$ cat config.mk
export PLATFORM = sky130hd
export DESIGN_NAME = xbr_order_arb
export DESIGN_NICKNAME = d
export VERILOG_FILES = /design/src/rtl/xbr_order_pkg.sv /design/src/rtl/xbr_tag_alloc.sv /design/src/rtl/xbr_dly_elig.sv /design/src/rtl/xbr_rr_pick.sv /design/src/rtl/xbr_order_arb.sv
export SDC_FILE = /design/constraint.sdc
export NUM_CORES = 1
export LEC_CHECK = 0
export ABC_AREA = 1
export BUFFER_PORTS_ARGS = -buffer_cell sky130_fd_sc_hd__buf_2
export CAP_MARGIN = 20
export CORE_UTILIZATION = 52
export CTS_BUF_LIST = sky130_fd_sc_hd__clkbuf_4
export CTS_CLUSTER_DIAMETER = 40
export DETAILED_ROUTE_END_ITERATION = 8
export PLACE_DENSITY = 0.88
export SETUP_SLACK_MARGIN = 0.1
export SYNTH_ARGS = -nofsm -noshare
export SYNTH_HDL_FRONTEND = slang
export SYNTH_SLANG_ARGS = --single-unit
$ cat constraint.sdc
create_clock -name clk -period 3.6 [get_ports clk]
set_clock_uncertainty 0.2 [all_clocks]
set_input_delay 0.54 -clock clk [delete_from_list [all_inputs] [get_ports clk]]
set_output_delay 0.54 -clock clk [all_outputs]
set_load 0.02 [all_outputs]
$ cat src/rtl/xbr_order_pkg.sv
// Shared types for the bridge ordering arbiter.
package xbr_order_pkg;

    // Kind of a delayed-slot entry; the codes are part of the port contract.
    typedef enum logic [1:0] {
        DK_RD_REQ = 2'b00,
        DK_WR_REQ = 2'b01,
        DK_RD_CPL = 2'b10,
        DK_WR_CPL = 2'b11
    } dly_kind_e;

endpackage

$ cat src/rtl/xbr_tag_alloc.sv
// Sequence-tag allocator: hands out one incrementing tag per accepted
// transaction. Assumes fewer than 2^(TAG_W-1) transactions are in flight,
// so that comparisons modulo the tag width stay unambiguous.
module xbr_tag_alloc #(
    parameter int TAG_W = 4
) (
    input  logic             clk,
    input  logic             rst_n,
    input  logic             acc_en,
    output logic [TAG_W-1:0] tag_o
);

    logic [TAG_W-1:0] tag_q;

    // Advance the tag once per accepted transaction.
    always_ff @(posedge clk) begin
        if (!rst_n)
            tag_q <= '0;
        else if (acc_en)
            tag_q <= tag_q + TAG_W'(1);
    end

    assign tag_o = tag_q;

endmodule

$ cat src/rtl/xbr_dly_elig.sv
// Per-slot ordering filter: a delayed slot is eligible unless a posted
// write with an older tag is still queued. Write completions are exempt.
// Assumes the posted FIFO head is its oldest entry.
module xbr_dly_elig
    import xbr_order_pkg::*;
#(
    parameter int N_DLY = 4,
    parameter int TAG_W = 4
) (
    input  logic                   pw_vld,
    input  logic [TAG_W-1:0]       pw_tag,
    input  logic [N_DLY-1:0]       dly_vld,
    input  logic [N_DLY*TAG_W-1:0] dly_tag,
    input  logic [2*N_DLY-1:0]     dly_kind,
    output logic [N_DLY-1:0]       elig,
    output logic [N_DLY-1:0]       is_rcpl
);

    for (genvar i = 0; i < N_DLY; i++) begin : g_slot
        dly_kind_e        kind;
        logic [TAG_W-1:0] age;
        logic             pw_older;

        // Decode the slot fields and compare its age with the posted head.
        always_comb begin
            kind       = dly_kind_e'(dly_kind[2*i +: 2]);
            age        = pw_tag - dly_tag[i*TAG_W +: TAG_W];
            pw_older   = pw_vld & age[TAG_W-1];
            elig[i]    = dly_vld[i] & ((kind == DK_WR_CPL) | ~pw_older);
            is_rcpl[i] = (kind == DK_RD_CPL);
        end
    end

endmodule

$ cat src/rtl/xbr_rr_pick.sv
// Rotating-priority picker over the delayed slots. The search starts at
// the slot after the last one taken. Assumes N_DLY >= 2.
module xbr_rr_pick #(
    parameter int N_DLY = 4
) (
    input  logic             clk,
    input  logic             rst_n,
    input  logic [N_DLY-1:0] req,
    input  logic             advance,
    output logic [N_DLY-1:0] gnt
);

    localparam int PW = (N_DLY > 1) ? $clog2(N_DLY) : 1;

    logic [PW-1:0] ptr_q;
    logic [PW-1:0] sel_idx;
    logic          found;

    // Pick the first requesting slot at or after the pointer, wrapping.
    always_comb begin
        gnt     = '0;
        sel_idx = '0;
        found   = 1'b0;
        for (int k = 0; k < N_DLY; k++) begin
            logic [PW:0] pos;
            pos = {1'b0, ptr_q} + (PW+1)'(k);
            if (pos >= (PW+1)'(N_DLY))
                pos = pos - (PW+1)'(N_DLY);
            if (!found && req[pos[PW-1:0]]) begin
                gnt[pos[PW-1:0]] = 1'b1;
                sel_idx          = pos[PW-1:0];
                found            = 1'b1;
            end
        end
    end

    // Move the pointer past the slot that was taken.
    always_ff @(posedge clk) begin
        if (!rst_n)
            ptr_q <= '0;
        else if (advance && found)
            ptr_q <= (sel_idx == PW'(N_DLY-1)) ? '0 : sel_idx + PW'(1);
    end

endmodule

$ cat src/rtl/xbr_order_arb.sv
// Ordering arbiter for one bridge direction. It grants either the
// posted-write head or one delayed slot, enforcing the posted-write
// push/pull ordering, with alternating fairness between the two sides.
// Assumes the consumer raises launch only in a cycle where it takes the
// grant currently shown.
module xbr_order_arb
    import xbr_order_pkg::*;
#(
    parameter int N_DLY = 4,
    parameter int TAG_W = 4
) (
    input  logic                   clk,
    input  logic                   rst_n,
    input  logic                   acc_en,
    output logic [TAG_W-1:0]       acc_tag,
    input  logic                   pw_vld,
    input  logic [TAG_W-1:0]       pw_tag,
    input  logic [N_DLY-1:0]       dly_vld,
    input  logic [N_DLY*TAG_W-1:0] dly_tag,
    input  logic [2*N_DLY-1:0]     dly_kind,
    input  logic                   launch,
    output logic                   gnt_pw,
    output logic [N_DLY-1:0]       gnt_dly,
    output logic                   rd_release
);

    logic [N_DLY-1:0] elig;
    logic [N_DLY-1:0] is_rcpl;
    logic [N_DLY-1:0] pick;
    logic             take_dly;
    logic             last_pw_q;

    xbr_tag_alloc #(.TAG_W(TAG_W)) u_tag (
        .clk    (clk),
        .rst_n  (rst_n),
        .acc_en (acc_en),
        .tag_o  (acc_tag)
    );

    xbr_dly_elig #(.N_DLY(N_DLY), .TAG_W(TAG_W)) u_elig (
        .pw_vld   (pw_vld),
        .pw_tag   (pw_tag),
        .dly_vld  (dly_vld),
        .dly_tag  (dly_tag),
        .dly_kind (dly_kind),
        .elig     (elig),
        .is_rcpl  (is_rcpl)
    );

    xbr_rr_pick #(.N_DLY(N_DLY)) u_pick (
        .clk     (clk),
        .rst_n   (rst_n),
        .req     (elig),
        .advance (launch && take_dly),
        .gnt     (pick)
    );

    // Choose the side: delayed only if eligible and it is its turn or posted is absent.
    always_comb begin
        take_dly   = (|pick) && (!pw_vld || last_pw_q);
        gnt_dly    = take_dly ? pick : '0;
        gnt_pw     = pw_vld && !take_dly;
        rd_release = |(gnt_dly & is_rcpl);
    end

    // Remember which side the most recent launch served.
    always_ff @(posedge clk) begin
        if (!rst_n)
            last_pw_q <= 1'b0;
        else if (launch && (gnt_pw || take_dly))
            last_pw_q <= gnt_pw;
    end

endmodule

==> summary.log <==
qor: run_status.run_status completed
qor: sta.grt_setup_unrepaired yes
qor: route.drtAntennaViolNets 0
qor: placement.number_of_buffers_inserted_by_port_buffering 46
qor: power_and_ir_drop.power_density 554 nW/um2
qor: route.dr_total_vias 1711
qor: flow_run.reported_max_cap_violation_count 0
qor: worst_setup_path.timing.setup.critical_path_class in2out
qor: layout.area_growth 42.9%
qor: synth.syn-instance-count 222
qor: sta.maxSlewViolCount 0
qor: hold_path.holdCritPathClass reg2reg
qor: sta.timing.final.ws_setup 75.3 ps
qor: synth.synth_sequential_area_ratio 10.3%
qor: placement.finalWeightedCongestion 0.886
qor: synth.yosysWarningCount 0
qor: clock_tree.tritoncts built
qor: layout.fraction_of_final_layout_cells_sized_beyond_drive_strength_1 45.7%
qor: worst_setup_path.worst-endpoint-required 2860 ps
qor: route.drt_pass1_iterations 4
qor: clock_tree.cts.path.max_buffers 2
qor: sta.tightest_slew_margin_relative_to_the_limit 73.1%
qor: synth.syn_area_per_cell 6.15 um2
qor: floorplan.core-area 2480 um2
qor: sta.max_freq 284 MHz
qor: floorplan.initial_core_util 55.2%
qor: global_routing.wire_length_of_the_first_global_routing_pass 5120 um
qor: placement.detailedPlace.worstSlack 69.7 ps
qor: global_routing.grt_remaining_overflow 0
qor: synth.cell_types_with_the_largest_area_share_after_synthesis sky130_fd_sc_hd__nand2_1 15%, sky130_fd_sc_hd__ha_1 14%, sky130_fd_sc_hd__inv_1 11%, sky130_fd_sc_hd__dfxtp_1 10%, sky130_fd_sc_hd__nand3_1 8.8%
qor: route.drcViolationCount 0
qor: sta.report.final.setup_viol 0
qor: synth.synth_area_leader_cell sky130_fd_sc_hd__nand2_1
qor: synth.mappedNetlistArea 1370 um2
qor: synth.yosysTopAreaCellShare 14.8%
qor: worst_setup_path.cp_num_buf_inv 3
qor: route.postRouteWirelength 4570 um
qor: layout.final.fill_count 174
qor: sta.final_min_period_over_clock_period 97.9%
qor: clock_tree.cts_hold_buffers 0
qor: power_and_ir_drop.leakagePower 1.10 nW
qor: global_routing.met1_usage 34.5%
qor: sta.period_minus_slack 3520 ps
qor: clock_tree.clock_sink_count 7
qor: floorplan.std_cell_rows 18
qor: synth.ys_ff_latch 7
qor: synth.postSynthNetCount 274
qor: global_routing.antenna_found_initial 0
qor: clock_tree.clk_root_buffer_cell sky130_fd_sc_hd__clkbuf_4
qor: layout.multi_input_comb_area 1270 um2
qor: route.post_drt_via_cell_ratio 5.52
qor: global_routing.grt_start_max_net_pins 10
qor: global_routing.grt.met2_usage 38.3%
qor: worst_setup_path.crit_family simple AND/OR/NAND/NOR gates
qor: worst_setup_path.worst_path_largest_cell_delay 220 ps
qor: layout.finalCoreUtilization 78.8%
qor: clock_tree.ctsHtreeMaxLevel 1
qor: global_routing.global_route.peak_usage_layer met2
qor: global_routing.track_usage 24.1%
qor: floorplan.die_area 2840 um2
qor: synth.synth.distinct_cells 23
qor: layout.design.final.nets 333
qor: clock_tree.cts_inserted_buffers 3
qor: layout.seqCellArea 140 um2
qor: worst_setup_path.cp-start-kind primary input
qor: floorplan.die_w 53.3 um
qor: global_routing.globalRouteMet3Util 4.31%
qor: worst_setup_path.critPathMaxFanout 7
qor: sta.finalHoldViolations 0
qor: clock_tree.clock_latency 250 ps
qor: worst_setup_path.path_cells buf_2 -> inv_1 -> ha_4 -> a21oi_2 -> nand2_1 -> nand2_1 -> nand3_2 -> nand3_2 -> nand2_4 -> nand2_4 -> nand2_8 -> nand2_1 -> a21boi_2 -> nand3_2 -> nor2_4 -> nand2_4 -> nand2_4 -> nor2_4 -> nand2_2 -> nand3_2 -> buf_6
qor: sta.final.setup.tns 0 ps
qor: power_and_ir_drop.irDropWorstVdd 0.000488 V
qor: floorplan.top_level_pins 47
qor: worst_setup_path.end_kind primary output
qor: sta.tightestPinTransition 404 ps
qor: worst_setup_path.cpMaxStageDelayCell sky130_fd_sc_hd__ha_4
qor: floorplan.fp.dieH 53.3 um
qor: route.detail_route.wl_per_cell 14.7 um
qor: layout.n_antenna_cell 0
qor: placement.dp_hpwl 2720 um
qor: route.drt_iter0_drc 50
qor: worst_setup_path.worst_ep_arrival_time 2780 ps
qor: global_routing.number_of_global_route_vias_before_repair 1212
qor: clock_tree.worst_setup_hold_path_clk_slew 50 ps
==> cells by family (layout without fill, tap and decap cells) <==
group	count (synthesis)	count (layout)	synth area share [%]
AOI/OAI and AO/OA	26	26	10.6
adders and majority gates	15	15	13.7
buffers and inverters	43	100	12.4
DFF	7	7	10.3
and+or+nand+nor	131	132	53.0
==> synthesized netlist by cell type, drive strengths merged <==
| cell type | n |
|---|---|
| a21boi | 4 |
| a21oi | 17 |
| a31oi | 1 |
| buf | 1 |
| dfxtp | 7 |
| ha | 15 |
| inv | 42 |
| nand2 | 66 |
| nand3 | 33 |
| nand4 | 9 |
| nor2 | 22 |
| nor3b | 1 |
| o21ai | 4 |
==> placed cells by master (no fill, tap or decap), types with 9 or more instances in the layout <==
| cell type | n |
|---|---|
| sky130_fd_sc_hd__inv_1 | 36 |
| sky130_fd_sc_hd__nand3_1 | 13 |
| sky130_fd_sc_hd__nand3_2 | 20 |
| sky130_fd_sc_hd__a21oi_1 | 11 |
| sky130_fd_sc_hd__ha_1 | 9 |
| sky130_fd_sc_hd__nand2_2 | 11 |
| sky130_fd_sc_hd__nand4_1 | 9 |
| sky130_fd_sc_hd__buf_2 | 43 |
| sky130_fd_sc_hd__nand2_1 | 47 |
| sky130_fd_sc_hd__nor2_1 | 13 |
==> registers in the layout, summed over array words and instances, names as in the netlist <==
name and count:
last_pw_q 1, u_pick.ptr_q 2, u_tag.tag_o 4
==> per-layer routing <==
layer / up-vias / part of all wire (%)
met1: 784 / 40
li1: 840 / -
met3: 16 / 5.7
met2: 71 / 51
met4: 0 / 2.9
met5: - / 0
==> through the flow <==
| step | instances | instance area (um2) | power, mW | hold WS (ps) |
|---|---|---|---|---|
| finish | 310 | 1950 | 1.08 | 252 |
| global route | 310 | 1950 | 1.16 | 288 |
| CTS | 302 | 1670 | 0.874 | 249 |
| detailed placement | 298 | 1630 | 0.789 | 239 |
| global placement | 298 | 1630 | 0.781 | 230 |
| floorplan | 222 | 1370 | 0.641 | 325 |
==> cell type report <==
type                            count  area share [%]
Tap cell                           30            1.92
Multi-Input combinational cell    173            65.0
Clock buffer                        4            1.54
Inverter                           42            8.07
Sequential cell                     7            7.17
Timing Repair Buffer               54            16.3
==> final timing paths <==
check	slack (ps)	depth (start not counted)	end	start
setup / recovery	80	21	rd_release	dly_tag[10]
hold / removal	250	1	u_tag.tag_o[3]	u_tag.tag_o[3]
setup reg to reg	990	14	u_pick.ptr_q[1]	u_pick.ptr_q[1]
hold reg to reg	250	1	u_tag.tag_o[3]	u_tag.tag_o[3]
==> what timing repair did <==
item	CTS	global route
pin swaps	0	21
endpoints found under the setup margin	1	4
cloned	0	1
setup buffers	0	7
gates resized for setup	3	49
==> where the power goes <==
part / total [mW] / switching, mW / internal [mW]
registers: 0.112 / 0.0233 / 0.0885
clock network: 0.0801 / 0.0302 / 0.0499
logic: 0.890 / 0.560 / 0.330
No activity file was read; power rests on OpenSTA's default activity.
